[config.mk]
export PLATFORM = sky130hd
export DESIGN_NAME = fci_cmd_top
export DESIGN_NICKNAME = d
export VERILOG_FILES = /design/src/rtl/fci_pkg.sv /design/src/rtl/fci_cmd_decode.sv /design/src/rtl/fci_status_port.sv /design/src/rtl/fci_cmd_top.sv
export SDC_FILE = /design/constraint.sdc
export NUM_CORES = 1
export LEC_CHECK = 0
export ABC_AREA = 1
export BUFFER_PORTS_ARGS = -buffer_cell sky130_fd_sc_hd__buf_4
export CORE_UTILIZATION = 45
export CTS_BUF_LIST = sky130_fd_sc_hd__clkbuf_4
export CTS_CLUSTER_SIZE = 25
export DETAILED_ROUTE_END_ITERATION = 10
export PLACE_DENSITY = 0.77
export SETUP_SLACK_MARGIN = 0.05
export SLEW_MARGIN = 20
export SYNTH_ARGS = -nofsm -noshare
export SYNTH_HDL_FRONTEND = slang
export SYNTH_SLANG_ARGS = --single-unit
[constraint.sdc]
create_clock -name clk -period 3.5 [get_ports clk]
set_clock_uncertainty 0.1 [all_clocks]
set_input_delay 1.05 -clock clk [delete_from_list [all_inputs] [get_ports clk]]
set_output_delay 1.05 -clock clk [all_outputs]
set_load 0.02 [all_outputs]
[src/rtl/fci_pkg.sv]
package fci_pkg;
   localparam logic [7:0] CMD_RD_ARRAY = 8'hFF;
   localparam logic [7:0] CMD_RD_IDENT = 8'h90;
   localparam logic [7:0] CMD_RD_STAT  = 8'h70;
   localparam logic [7:0] CMD_RD_QUERY = 8'h98;
   localparam logic [7:0] CMD_CLR_STAT = 8'h50;
   localparam logic [7:0] CMD_ERS_SET  = 8'h20;
   localparam logic [7:0] CMD_PGM_SET  = 8'h40;
   localparam logic [7:0] CMD_PGM_ALT  = 8'h10;
   localparam logic [7:0] CMD_LCK_SET  = 8'h60;
   localparam logic [7:0] CMD_PROT_SET = 8'hC0;
   localparam logic [7:0] CMD_SUSPEND  = 8'hB0;
   localparam logic [7:0] CMD_CONFIRM  = 8'hD0;
   localparam logic [7:0] CMD_LOCK     = 8'h01;
   localparam logic [7:0] CMD_LOCKDN   = 8'h2F;
   localparam logic [7:0] CMD_CFG      = 8'h03;

   typedef enum logic [1:0] {
      RM_ARRAY  = 2'd0,
      RM_STATUS = 2'd1,
      RM_IDENT  = 2'd2,
      RM_QUERY  = 2'd3
   } fci_rmode_e;

   typedef enum logic [3:0] {
      OP_NONE     = 4'd0,
      OP_ERASE    = 4'd1,
      OP_PROGRAM  = 4'd2,
      OP_SUSPEND  = 4'd3,
      OP_RESUME   = 4'd4,
      OP_LOCK     = 4'd5,
      OP_UNLOCK   = 4'd6,
      OP_LOCKDOWN = 4'd7,
      OP_PROT_PGM = 4'd8,
      OP_PROT_LCK = 4'd9
   } fci_op_e;

   typedef enum logic [2:0] {
      ST_IDLE = 3'd0,
      ST_ERS  = 3'd1,
      ST_PGM  = 3'd2,
      ST_LCK  = 3'd3,
      ST_PROT = 3'd4
   } fci_state_e;
endpackage

[src/rtl/fci_cmd_decode.sv]
module fci_cmd_decode
   import fci_pkg::*;
#(
   parameter int ADDR_W = 21,
   parameter int DATA_W = 16,
   parameter int BLK_SHIFT = 15,
   parameter int CFG_W = 16,
   parameter bit CHECK_BLOCK = 1'b1,
   parameter logic [ADDR_W-1:0] PROT_LOCK_ADDR = 'h80
) (
   input  logic              clk,
   input  logic              rst_n,
   input  logic              wr_en,
   input  logic [ADDR_W-1:0] wr_addr,
   input  logic [DATA_W-1:0] wr_data,
   input  logic              wsm_done,
   output logic              op_valid,
   output fci_op_e           op_kind,
   output logic [ADDR_W-1:0] op_addr,
   output logic [DATA_W-1:0] op_data,
   output fci_rmode_e        read_mode,
   output logic [CFG_W-1:0]  cfg_reg,
   output logic              running,
   output logic              suspended,
   output logic              seq_err
);
   fci_state_e        state_q, state_d;
   logic [ADDR_W-1:0] saddr_q, saddr_d;
   logic              run_q, run_d, ers_q, ers_d, susp_q, susp_d, err_q, err_d;
   fci_rmode_e        mode_q, mode_d;
   logic [CFG_W-1:0]  cfg_q, cfg_d;
   logic              opv_q, opv_d;
   fci_op_e           opk_q, opk_d;
   logic [ADDR_W-1:0] opa_q, opa_d;
   logic [DATA_W-1:0] opd_q, opd_d;
   logic [7:0]        cmd;
   logic              blk_match, blocked;

   assign cmd = wr_data[7:0];

   generate
      if (CHECK_BLOCK) begin : g_blk_check
         assign blk_match = (wr_addr[ADDR_W-1:BLK_SHIFT] == saddr_q[ADDR_W-1:BLK_SHIFT]);
      end else begin : g_blk_any
         assign blk_match = 1'b1;
      end
   endgenerate

   assign blocked = run_q | susp_q;

   always_comb begin
      state_d = state_q;
      saddr_d = saddr_q;
      run_d   = run_q & ~wsm_done;
      ers_d   = ers_q;
      susp_d  = susp_q;
      err_d   = err_q;
      mode_d  = mode_q;
      cfg_d   = cfg_q;
      opv_d   = 1'b0;
      opk_d   = OP_NONE;
      opa_d   = wr_addr;
      opd_d   = wr_data;
      if (wr_en) begin
         if (state_q != ST_IDLE) begin
            state_d = ST_IDLE;
            mode_d  = RM_STATUS;
            unique case (state_q)
               ST_ERS: begin
                  if (cmd == CMD_CONFIRM && blk_match) begin
                     opv_d = 1'b1; opk_d = OP_ERASE; opa_d = saddr_q;
                     run_d = 1'b1; ers_d = 1'b1;
                  end else begin
                     err_d = 1'b1;
                  end
               end
               ST_PGM: begin
                  opv_d = 1'b1; opk_d = OP_PROGRAM;
                  run_d = 1'b1; ers_d = 1'b0;
               end
               ST_LCK: begin
                  unique case (cmd)
                     CMD_LOCK:    begin opv_d = 1'b1; opk_d = OP_LOCK;     end
                     CMD_CONFIRM: begin opv_d = 1'b1; opk_d = OP_UNLOCK;   end
                     CMD_LOCKDN:  begin opv_d = 1'b1; opk_d = OP_LOCKDOWN; end
                     CMD_CFG:     cfg_d = wr_addr[CFG_W-1:0];
                     default:     err_d = 1'b1;
                  endcase
               end
               ST_PROT: begin
                  opv_d = 1'b1;
                  if (wr_addr == PROT_LOCK_ADDR) begin
                     opk_d = OP_PROT_LCK;
                  end else begin
                     opk_d = OP_PROT_PGM; run_d = 1'b1; ers_d = 1'b0;
                  end
               end
               default: ;
            endcase
         end else if (run_q && !ers_q) begin
            if (cmd == CMD_SUSPEND) begin
               opv_d = 1'b1; opk_d = OP_SUSPEND;
               run_d = 1'b0; susp_d = 1'b1; mode_d = RM_STATUS;
            end
         end else begin
            unique case (cmd)
               CMD_RD_ARRAY: mode_d = RM_ARRAY;
               CMD_RD_STAT:  mode_d = RM_STATUS;
               CMD_RD_IDENT: mode_d = RM_IDENT;
               CMD_RD_QUERY: mode_d = RM_QUERY;
               CMD_CLR_STAT: err_d  = 1'b0;
               CMD_SUSPEND: begin
                  if (run_q) begin
                     opv_d = 1'b1; opk_d = OP_SUSPEND;
                     run_d = 1'b0; susp_d = 1'b1; mode_d = RM_STATUS;
                  end
               end
               CMD_CONFIRM: begin
                  if (susp_q) begin
                     opv_d = 1'b1; opk_d = OP_RESUME;
                     run_d = 1'b1; susp_d = 1'b0; mode_d = RM_STATUS;
                  end
               end
               CMD_ERS_SET: begin
                  if (!blocked) begin
                     state_d = ST_ERS; saddr_d = wr_addr; mode_d = RM_STATUS;
                  end
               end
               CMD_PGM_SET, CMD_PGM_ALT: begin
                  if (!blocked) begin state_d = ST_PGM; mode_d = RM_STATUS; end
               end
               CMD_LCK_SET: begin
                  if (!blocked) begin state_d = ST_LCK; mode_d = RM_STATUS; end
               end
               CMD_PROT_SET: begin
                  if (!blocked) begin state_d = ST_PROT; mode_d = RM_STATUS; end
               end
               default: ;
            endcase
         end
      end
   end

   always_ff @(posedge clk) begin
      if (!rst_n) begin
         state_q <= ST_IDLE;
         saddr_q <= '0;
         run_q   <= 1'b0;
         ers_q   <= 1'b0;
         susp_q  <= 1'b0;
         err_q   <= 1'b0;
         mode_q  <= RM_ARRAY;
         cfg_q   <= '0;
         opv_q   <= 1'b0;
         opk_q   <= OP_NONE;
         opa_q   <= '0;
         opd_q   <= '0;
      end else begin
         state_q <= state_d;
         saddr_q <= saddr_d;
         run_q   <= run_d;
         ers_q   <= ers_d;
         susp_q  <= susp_d;
         err_q   <= err_d;
         mode_q  <= mode_d;
         cfg_q   <= cfg_d;
         opv_q   <= opv_d;
         opk_q   <= opk_d;
         opa_q   <= opa_d;
         opd_q   <= opd_d;
      end
   end

   assign op_valid  = opv_q;
   assign op_kind   = opk_q;
   assign op_addr   = opa_q;
   assign op_data   = opd_q;
   assign read_mode = mode_q;
   assign cfg_reg   = cfg_q;
   assign running   = run_q;
   assign suspended = susp_q;
   assign seq_err   = err_q;

   // an erase request only follows a confirm written in the erase setup state
   p_erase_confirm_r3: assert property (@(posedge clk) disable iff (!rst_n)
      (opv_q && opk_q == OP_ERASE) |-> $past(wr_en && state_q == ST_ERS && wr_data[7:0] == CMD_CONFIRM));
   // the error bit rises only because of a host write
   p_err_by_write_r3: assert property (@(posedge clk) disable iff (!rst_n)
      $rose(err_q) |-> $past(wr_en));
   // a running program answers nothing but suspend
   p_pgm_lockout_r7: assert property (@(posedge clk) disable iff (!rst_n)
      (wr_en && run_q && !ers_q && state_q == ST_IDLE && wr_data[7:0] != CMD_SUSPEND) |=> !opv_q);
   // a suspended operation is never running at the same time
   p_susp_idle_r9: assert property (@(posedge clk) disable iff (!rst_n)
      susp_q |-> !run_q);
   // read mode moves only on a host write
   p_mode_hold_r11: assert property (@(posedge clk) disable iff (!rst_n)
      !wr_en |=> $stable(mode_q));
endmodule

[src/rtl/fci_status_port.sv]
module fci_status_port #(
   parameter int DATA_W = 16,
   parameter bit LATCH_STATUS = 1'b1
) (
   input  logic              clk,
   input  logic              rst_n,
   input  logic              running,
   input  logic              suspended,
   input  logic              seq_err,
   input  logic              rd_oe_n,
   input  logic              rd_ce_n,
   output logic [DATA_W-1:0] rd_status
);
   localparam int PAD_W = DATA_W - 8;

   logic [7:0] stat_byte;
   logic       sel, sel_q, capture;

   assign stat_byte = {~running, suspended, 1'b0, seq_err, 4'b0000};
   assign sel       = ~rd_oe_n & ~rd_ce_n;
   assign capture   = sel & ~sel_q;

   always_ff @(posedge clk) begin
      if (!rst_n) sel_q <= 1'b0;
      else        sel_q <= sel;
   end

   generate
      if (LATCH_STATUS) begin : g_latched
         logic [7:0] hold_q;
         always_ff @(posedge clk) begin
            if (!rst_n)       hold_q <= 8'h80;
            else if (capture) hold_q <= stat_byte;
         end
         assign rd_status = {{PAD_W{1'b0}}, hold_q};
         // the latched byte stays put while the read stays selected
         p_latch_hold_r13: assert property (@(posedge clk) disable iff (!rst_n)
            (sel && sel_q) |=> $stable(hold_q));
      end else begin : g_live
         assign rd_status = {{PAD_W{1'b0}}, stat_byte};
      end
   endgenerate

   // suspension always reads as ready
   p_susp_ready_r8: assert property (@(posedge clk) disable iff (!rst_n)
      suspended |-> stat_byte[7]);
endmodule

[src/rtl/fci_cmd_top.sv]
module fci_cmd_top
   import fci_pkg::*;
#(
   parameter int ADDR_W = 21,
   parameter int DATA_W = 16,
   parameter int BLK_SHIFT = 15,
   parameter int CFG_W = 16,
   parameter bit CHECK_BLOCK = 1'b1,
   parameter bit LATCH_STATUS = 1'b1,
   parameter logic [ADDR_W-1:0] PROT_LOCK_ADDR = 'h80
) (
   input  logic              clk,
   input  logic              rst_n,
   input  logic              wr_en,
   input  logic [ADDR_W-1:0] wr_addr,
   input  logic [DATA_W-1:0] wr_data,
   input  logic              wsm_done,
   input  logic              rd_oe_n,
   input  logic              rd_ce_n,
   output logic              op_valid,
   output logic [3:0]        op_kind,
   output logic [ADDR_W-1:0] op_addr,
   output logic [DATA_W-1:0] op_data,
   output logic [1:0]        read_mode,
   output logic [CFG_W-1:0]  cfg_reg,
   output logic [DATA_W-1:0] rd_status
);
   if (DATA_W < 16) begin : g_bad_data
      $error("fci_cmd_top: DATA_W must be at least 16");
   end
   if (BLK_SHIFT < 1 || BLK_SHIFT >= ADDR_W) begin : g_bad_blk
      $error("fci_cmd_top: BLK_SHIFT must lie inside the address");
   end
   if (CFG_W < 1 || CFG_W > ADDR_W) begin : g_bad_cfg
      $error("fci_cmd_top: CFG_W must fit in the address");
   end

   fci_op_e    kind_w;
   fci_rmode_e mode_w;
   logic       running_w, susp_w, err_w;

   fci_cmd_decode #(
      .ADDR_W(ADDR_W), .DATA_W(DATA_W), .BLK_SHIFT(BLK_SHIFT), .CFG_W(CFG_W),
      .CHECK_BLOCK(CHECK_BLOCK), .PROT_LOCK_ADDR(PROT_LOCK_ADDR)
   ) u_decode (
      .clk(clk), .rst_n(rst_n), .wr_en(wr_en), .wr_addr(wr_addr), .wr_data(wr_data),
      .wsm_done(wsm_done), .op_valid(op_valid), .op_kind(kind_w), .op_addr(op_addr),
      .op_data(op_data), .read_mode(mode_w), .cfg_reg(cfg_reg),
      .running(running_w), .suspended(susp_w), .seq_err(err_w)
   );

   fci_status_port #(.DATA_W(DATA_W), .LATCH_STATUS(LATCH_STATUS)) u_status (
      .clk(clk), .rst_n(rst_n), .running(running_w), .suspended(susp_w), .seq_err(err_w),
      .rd_oe_n(rd_oe_n), .rd_ce_n(rd_ce_n), .rd_status(rd_status)
   );

   assign op_kind   = kind_w;
   assign read_mode = mode_w;

   // the request strobe is a single-cycle pulse for a single write
   p_pulse_once_r1: assert property (@(posedge clk) disable iff (!rst_n)
      op_valid |=> !op_valid);
endmodule

==> qor.csv, run 1 <==
metric;value;unit
gr-usage-all-layers;21.6;%
drv_cap;0;
period_needed;2.32;ns
cts_buffers;9;
diodes;0;
critical_path.max_stage_delay;0.30;ns
seqPwrFrac;57.4;%
ys_seq_area_share;45.8;%
period_share;66.3;%
dieArea;9320;um^2
drtPass1Iterations;5;
yosysWarnings;0;
ys.flop_type;dfxtp_1;
fmaxAchievable;431;MHz
drive_above_1_share;23.7;%
fillers;840;
path_class;input pin to flip-flop;
fin_nets;693;
fp.dieH;96.5;um
clock_path_buffers;2;
report.final.slew_viol_count;0;
root_buffer;clkbuf_4;
cpLargestDelayFamily;simple AND/OR/NAND/NOR gates;
critPathMaxFanout;15;
start_util;46.3;%
power_per_cell_area;381;nW/um^2
ir_drop;0.253;mV
die_w;96.5;um
synth_top_area_cell;dfxtp_1;
grt_max_degree;43;
core;8680;um^2
total_power;1.89;mW
drt_iter0_drc;132;
p_leak;2.44;nW
cp_slowest_cell;nor2_4;
finalSetupTns;0;ns
cts_hold_buf;0;
synth-edff-count;0;
hp-class;flip-flop to flip-flop;
hold_viol;0;
layout_setup_ws;1.18;ns
async_flop_share;0;%
setup_viol;0;
worstSetupEndpointType;flip-flop;
avgSynthCellArea;7.31;um^2
gp_congestion;0.911;
switchingPower;0.560;mW
synth_area_leaders;dfxtp_1 (46%), nand2_1 (8.7%), inv_1 (8.6%);
netlist_area;4020;um^2
insertion_delay;0.46;ns
yosysMostFrequentCell;nand2_1;
antenna_found_initial;0;
cp_num_buf_inv;3;
p_comb_share;12.3;%
synth_top_area_share;45.8;%
dp_hpwl;7000;um
ioPinCount;119;
synth-seq-cells;92;
post_drt_wl_per_cell;12.3;um
critPathRequiredTime;3.78;ns
ant_nets;0;
grt_pass1_vias;3459;
ctsResizeCount;0;
clkTransAtPathRegs;0.17;ns
gr-total-overflow;0;
rsz0062_at_grt;false;
portBuffers;105;
grt_first_pass_wirelength;15400;um
status;finished, final reports clean;
via_per_inst;4.82;
path_cells;buf_4 > inv_1 > nand2_2 > nor2_8 > nand2_4 > nor3_4 > nand2_2 > nor2_4 > inv_2 > a21oi_1;
power.internal;1.33;mW
slew_headroom;48.8;%
syn_inst;550;
drc;0;
cp_common_cell;nand2_2;
area_delta_synth_final;23.2;%
yosysUniqueCellTypes;34;
num_vias;3675;
cts_setup_buffers;0;
h-tree-depth;3;
preCtsSetupSlack;0.721;ns
swShare;29.7;%
cp.arrival;2.60;ns
postLayoutCellArea;4950;um^2
startpoint_type;input pin;
synth_common_cells;nand2_1 (93), dfxtp_1 (92), inv_1 (92);
cts_tree;done;
tightest_slew;0.763;ns
rows;34;
clkPwrFrac;30.3;%
routed_wl;9400;um
clkSinkCount;92;
placed_area;4820;um^2
==> cell families (layout without fill, tap and decap cells) <==
group | Yosys count | count (layout) | share of synthesized area, %
compound gates | 90 | 90 | 13.6
xor+xnor | 4 | 4 | 0.871
buf+inv | 132 | 225 | 14.3
flops | 92 | 92 | 45.8
other cells | 1 | 13 | 0.0933
simple gates | 231 | 231 | 25.3
==> final timing paths <==
check,to,slack (ns),depth (start not counted),from
setup / recovery,u_decode.op_addr[2],1.18,10,wr_data[3]
hold reg to reg,u_decode.cfg_reg[8],0.36,2,u_decode.cfg_reg[8]
setup reg to reg,u_decode.read_mode[0],1.46,10,u_decode.state_q[0]
hold / removal,u_decode.cfg_reg[8],0.36,2,u_decode.cfg_reg[8]
==> through the flow <==
| step | instances | hold WS, ns | util [%] |
|---|---|---|---|
| after floorplan | 562 | 0.330 | - |
| after global placement | 747 | 0.334 | 55.5 |
| after detailed placement | 747 | 0.339 | 55.5 |
| after CTS | 763 | 0.362 | 57.1 |
| after global routing | 763 | 0.380 | 57.1 |
| final | 763 | 0.358 | 57.1 |
==> metal layers <==
layer	wire length, um	global-route usage (%)	up-vias
met3	632	5.95	18
met5	0	0	-
met1	4090	25.3	1638
met4	142	6.50	0
li1	-	-	1902
met2	4530	38.2	117
==> power by group through the flow <==
stage / clock network [mW] / registers, mW / logic [mW]
2_1_floorplan: 0 / 1.14 / 0.103
3_3_place_gp: 0 / 1.11 / 0.230
3_5_place_dp: 0 / 1.11 / 0.233
4_1_cts: 0.596 / 1.08 / 0.234
5_1_grt: 0.641 / 1.09 / 0.255
6_report: 0.573 / 1.08 / 0.232
==> layout make-up <==
| cell class | count | area, um^2 | area share [%] |
|---|---|---|---|
| sequential | 92 | 1840 | 37.2 |
| tap | 108 | 135 | 2.73 |
| inverter | 101 | 379 | 7.65 |
| timing repair buffer | 108 | 811 | 16.4 |
| multi-input combinational | 338 | 1650 | 33.3 |
| clock inverter | 7 | 70.1 | 1.41 |
| clock buffer | 9 | 67.6 | 1.36 |
==> tightest hold or removal path: stages (launching register included) <==
cell and delay, ns:
dfxtp_1 0.35, inv_1 0.05, a21oi_1 0.05
==> layout by cell type (no fill, tap or decap), types with 13 or more instances in the layout <==
master,n
a211oi_1,21
a21oi_1,30
buf_4,108
conb_1,13
dfxtp_1,92
inv_1,92
nand2_1,93
nand3_1,24
nor2_1,75
nor3_1,16
o21ai_0,19
Note: power is estimated with default switching activity, not from simulation.
==> run 2: changes to the inputs <==
--- a/config.mk
+++ b/config.mk
@@ -5,13 +5,13 @@
 export SDC_FILE = /design/constraint.sdc
 export NUM_CORES = 1
 export LEC_CHECK = 0
-export ABC_AREA = 1
+export ABC_AREA = 0
 export BUFFER_PORTS_ARGS = -buffer_cell sky130_fd_sc_hd__buf_4
 export CORE_UTILIZATION = 45
 export CTS_BUF_LIST = sky130_fd_sc_hd__clkbuf_4
 export CTS_CLUSTER_SIZE = 25
 export DETAILED_ROUTE_END_ITERATION = 10
-export PLACE_DENSITY = 0.77
+export PLACE_DENSITY = 0.78
 export SETUP_SLACK_MARGIN = 0.05
 export SLEW_MARGIN = 20
 export SYNTH_ARGS = -nofsm -noshare
==> constraint.sdc (replaced) <==
create_clock -name clk -period 2.2 [get_ports clk]
set_clock_uncertainty 0.1 [all_clocks]
set_input_delay 0.66 -clock clk [delete_from_list [all_inputs] [get_ports clk]]
set_output_delay 0.66 -clock clk [all_outputs]
set_load 0.02 [all_outputs]
==> run 2 against run 1 <==
  * The flow now finishes with violations (negative setup slack)
  * Die area down 7.1%
  * Total power up 66%
  * Global-route usage up 0.62 points
  * Cell count down 9.7%
  * Register-to-register slack worse by 1.3 ns
  * First-iteration DRC count up 42%
  * Largest power group unchanged
  * Wire length up 1.0%
  * Worst setup slack worse by 1.2 ns
  * Clock-buffer cell count unchanged
==> qor.csv, run 2 <==
metric;value;unit;change
startpoint_type;input pin;;unchanged
drt_iter0_drc;188;;was 132
placed_area;4870;um^2;was 4820 um^2
p_comb_share;11.7;%;was 12.3%
hold_ws;0.256;ns;was 0.358 ns
dieArea;8650;um^2;was 9320 um^2
final_cell_mix;buf_4 (151), nand2_1 (94), dfxtp_1 (92);;was buf_4 (108), nand2_1 (93), inv_1 (92), dfxtp_1 (92), nor2_1 (75)
fp.dieH;93.0;um;was 96.5 um
root_buffer;clkbuf_4;;unchanged
rows;32;;was 34
portBuffers;105;;unchanged
critPathMaxFanout;6;;was 15
clkPwrFrac;33.5;%;was 30.3%
placedCellCount;669;;was 747
grt_first_pass_wirelength;15000;um;was 15,400 um
power.internal;2.34;mW;was 1.33 mW
hp-class;input pin to flip-flop;;was flip-flop to flip-flop
gr-total-overflow;0;;unchanged
path_class;input pin to flip-flop;;unchanged
clock_path_buffers;2;;unchanged
cp_slowest_cell;or4_4;;was nor2_4
gr-usage-all-layers;22.2;%;was 21.6%
violations;negative setup slack;;
synth_top_area_share;49.4;%;was 45.8%
ioPinCount;119;;unchanged
stdcell_count;689;;was 763
routed_wl;9490;um;was 9400 um
tightest_slew;0.639;ns;was 0.763 ns
yosysUniqueCellTypes;45;;was 34
core;7890;um^2;was 8680 um^2
slew_headroom;57.4;%;was 48.8%
rsz0062_at_grt;true;;was false
postLayoutCellArea;5140;um^2;was 4950 um^2
period_share;100;%;
synth-seq-cells;92;;unchanged
synth-edff-count;0;;unchanged
clkTransAtPathRegs;0.16;ns;was 0.17 ns
via_per_inst;5.01;;was 4.82
synth_common_cells;nand2_1 (94), dfxtp_1 (92), a21oi_1 (43);;was nand2_1 (93), dfxtp_1 (92), inv_1 (92)
status;finished with violations;;was finished, final reports clean
yosysMostFrequentCell;nand2_1;;unchanged
ir_drop;0.365;mV;was 0.253 mV
cts_buffers;9;;unchanged
yosysWarnings;0;;unchanged
drive_above_1_share;32.0;%;was 23.7%
diodes;0;;unchanged
h-tree-depth;3;;unchanged
report.final.slew_viol_count;0;;unchanged
antenna_found_initial;0;;unchanged
fin_nets;626;;was 693
grt_max_degree;62;;was 43
drtPass1Iterations;4;;was 5
avgSynthCellArea;8.49;um^2;was 7.31 um^2
critPathRequiredTime;2.42;ns;was 3.78 ns
synth_area_leaders;dfxtp_1 (49%), nand2_1 (9.5%), a21oi_1 (5.8%);;was dfxtp_1 (46%), nand2_1 (8.7%), inv_1 (8.6%)
swShare;25.2;%;was 29.7%
fillers;635;;was 840
period_needed;2.20;ns;
finalSetupTns;-0.000412;ns;was 0 ns
start_util;47.3;%;was 46.3%
cts_tree;done;;unchanged
final_core_util;65.1;%;was 57.1%
power_per_cell_area;609;nW/um^2;was 381 nW/um^2
num_vias;3449;;was 3,675
total_power;3.13;mW;was 1.89 mW
ant_nets;0;;unchanged
grt_pass1_vias;3287;;was 3,459
post_drt_wl_per_cell;13.8;um;was 12.3 um
clkSinkCount;92;;unchanged
seqPwrFrac;54.9;%;was 57.4%
ys.flop_type;dfxtp_1;;unchanged
worstSetupEndpointType;flip-flop;;unchanged
gp_congestion;0.874;;was 0.911
hold_viol;0;;unchanged
die_w;93.0;um;was 96.5 um
critical_path.max_stage_delay;0.52;ns;was 0.30 ns
layout_setup_ws;-0.000412;ns;was 1.18 ns
switchingPower;0.788;mW;was 0.560 mW
drc;0;;unchanged
dp_hpwl;6790;um;was 7000 um
syn_inst;439;;was 550
setup_viol;1;;was 0
cp.arrival;2.43;ns;was 2.60 ns
final_common_cell;buf_4;;unchanged
preCtsSetupSlack;-0.560;ns;was 0.721 ns
ys_seq_area_share;49.4;%;was 45.8%
drv_cap;0;;unchanged
netlist_area;3730;um^2;was 4020 um^2
p_leak;2.14;nW;was 2.44 nW
path_cells;buf_6 > or4_4 > or3_4 > nor4_4 > and2_4 > clkbuf_16 > mux2i_1 > nor2_1;;was buf_4 > inv_1 > nand2_2 > nor2_8 > nand2_4 > nor3_4 > nand2_2 > nor2_4 > inv_2 > a21oi_1
fmaxAchievable;454;MHz;
async_flop_share;0;%;unchanged
area_delta_synth_final;37.8;%;was 23.2%
insertion_delay;0.44;ns;was 0.46 ns
synth_top_area_cell;dfxtp_1;;unchanged
-- run 2: logic make-up (layout without fill, tap and decap cells) --
logic type | Yosys count | after routing | share of synthesized area (%)
simple gates | 203 | 203 | 25.8
xor+xnor | 6 | 6 | 1.41
compound gates | 72 | 72 | 10.9
flops | 92 | 92 | 49.4
mux | 19 | 19 | 5.10
other cells | 1 | 13 | 0.101
buf+inv | 46 | 182 | 7.21
-- run 2: what timing repair did --
item / CTS / global route
gates cloned: 0 / 1
endpoints found under the setup margin: 16 / 41
resized for setup: 3 / 5
setup buffers: 3 / 1
hold buffers: 0 / 0
pin swaps: 2 / 5
-- run 2: area by class of cell --
class                           instances  area, um^2  area share [%]
Multi-Input combinational cell        313        1690            32.9
Sequential cell                        92        1840            35.9
Tap cell                              102         128            2.48
Clock inverter                          6         101            1.97
Inverter                                7        26.3           0.512
Clock buffer                            9        67.6            1.32
Timing Repair Buffer                  160        1280            25.0
-- run 2: worst paths after layout --
check,from,to,slack (ns),cells after the start
setup / recovery,wr_data[0],u_decode.op_addr[9],-0.0004,8
hold / removal,rd_oe_n,u_status.sel_q,0.26,2
setup reg to reg,u_decode.state_q[0],u_decode.op_addr[9],0.13,7
hold reg to reg,u_decode.saddr_q[4],u_decode.saddr_q[4],0.36,2
-- run 2: routing by layer --
layer	vias to the layer above	GRT usage (%)	routed length, um
li1	1723	-	-
met1	1562	26.6	4040
met4	0	12.6	297
met3	25	4.07	535
met5	-	0	0
met2	139	37.3	4620
-- run 2: power by group through the flow --
stage               Sequential (mW)  Combinational [mW]  Clock (mW)
finish                         1.72               0.366        1.05
global route                   1.72               0.393        1.13
CTS                            1.72               0.364        1.07
detailed placement             1.75               0.362           0
global placement               1.75               0.356           0
floorplan                      1.80               0.132           0
-- run 2: critical path, delay by kind of cell --
family | cells | cell delay (ns)
buffers and inverters | 2 | 0.25
muxes | 1 | 0.18
and+or+nand+nor | 5 | 1.32
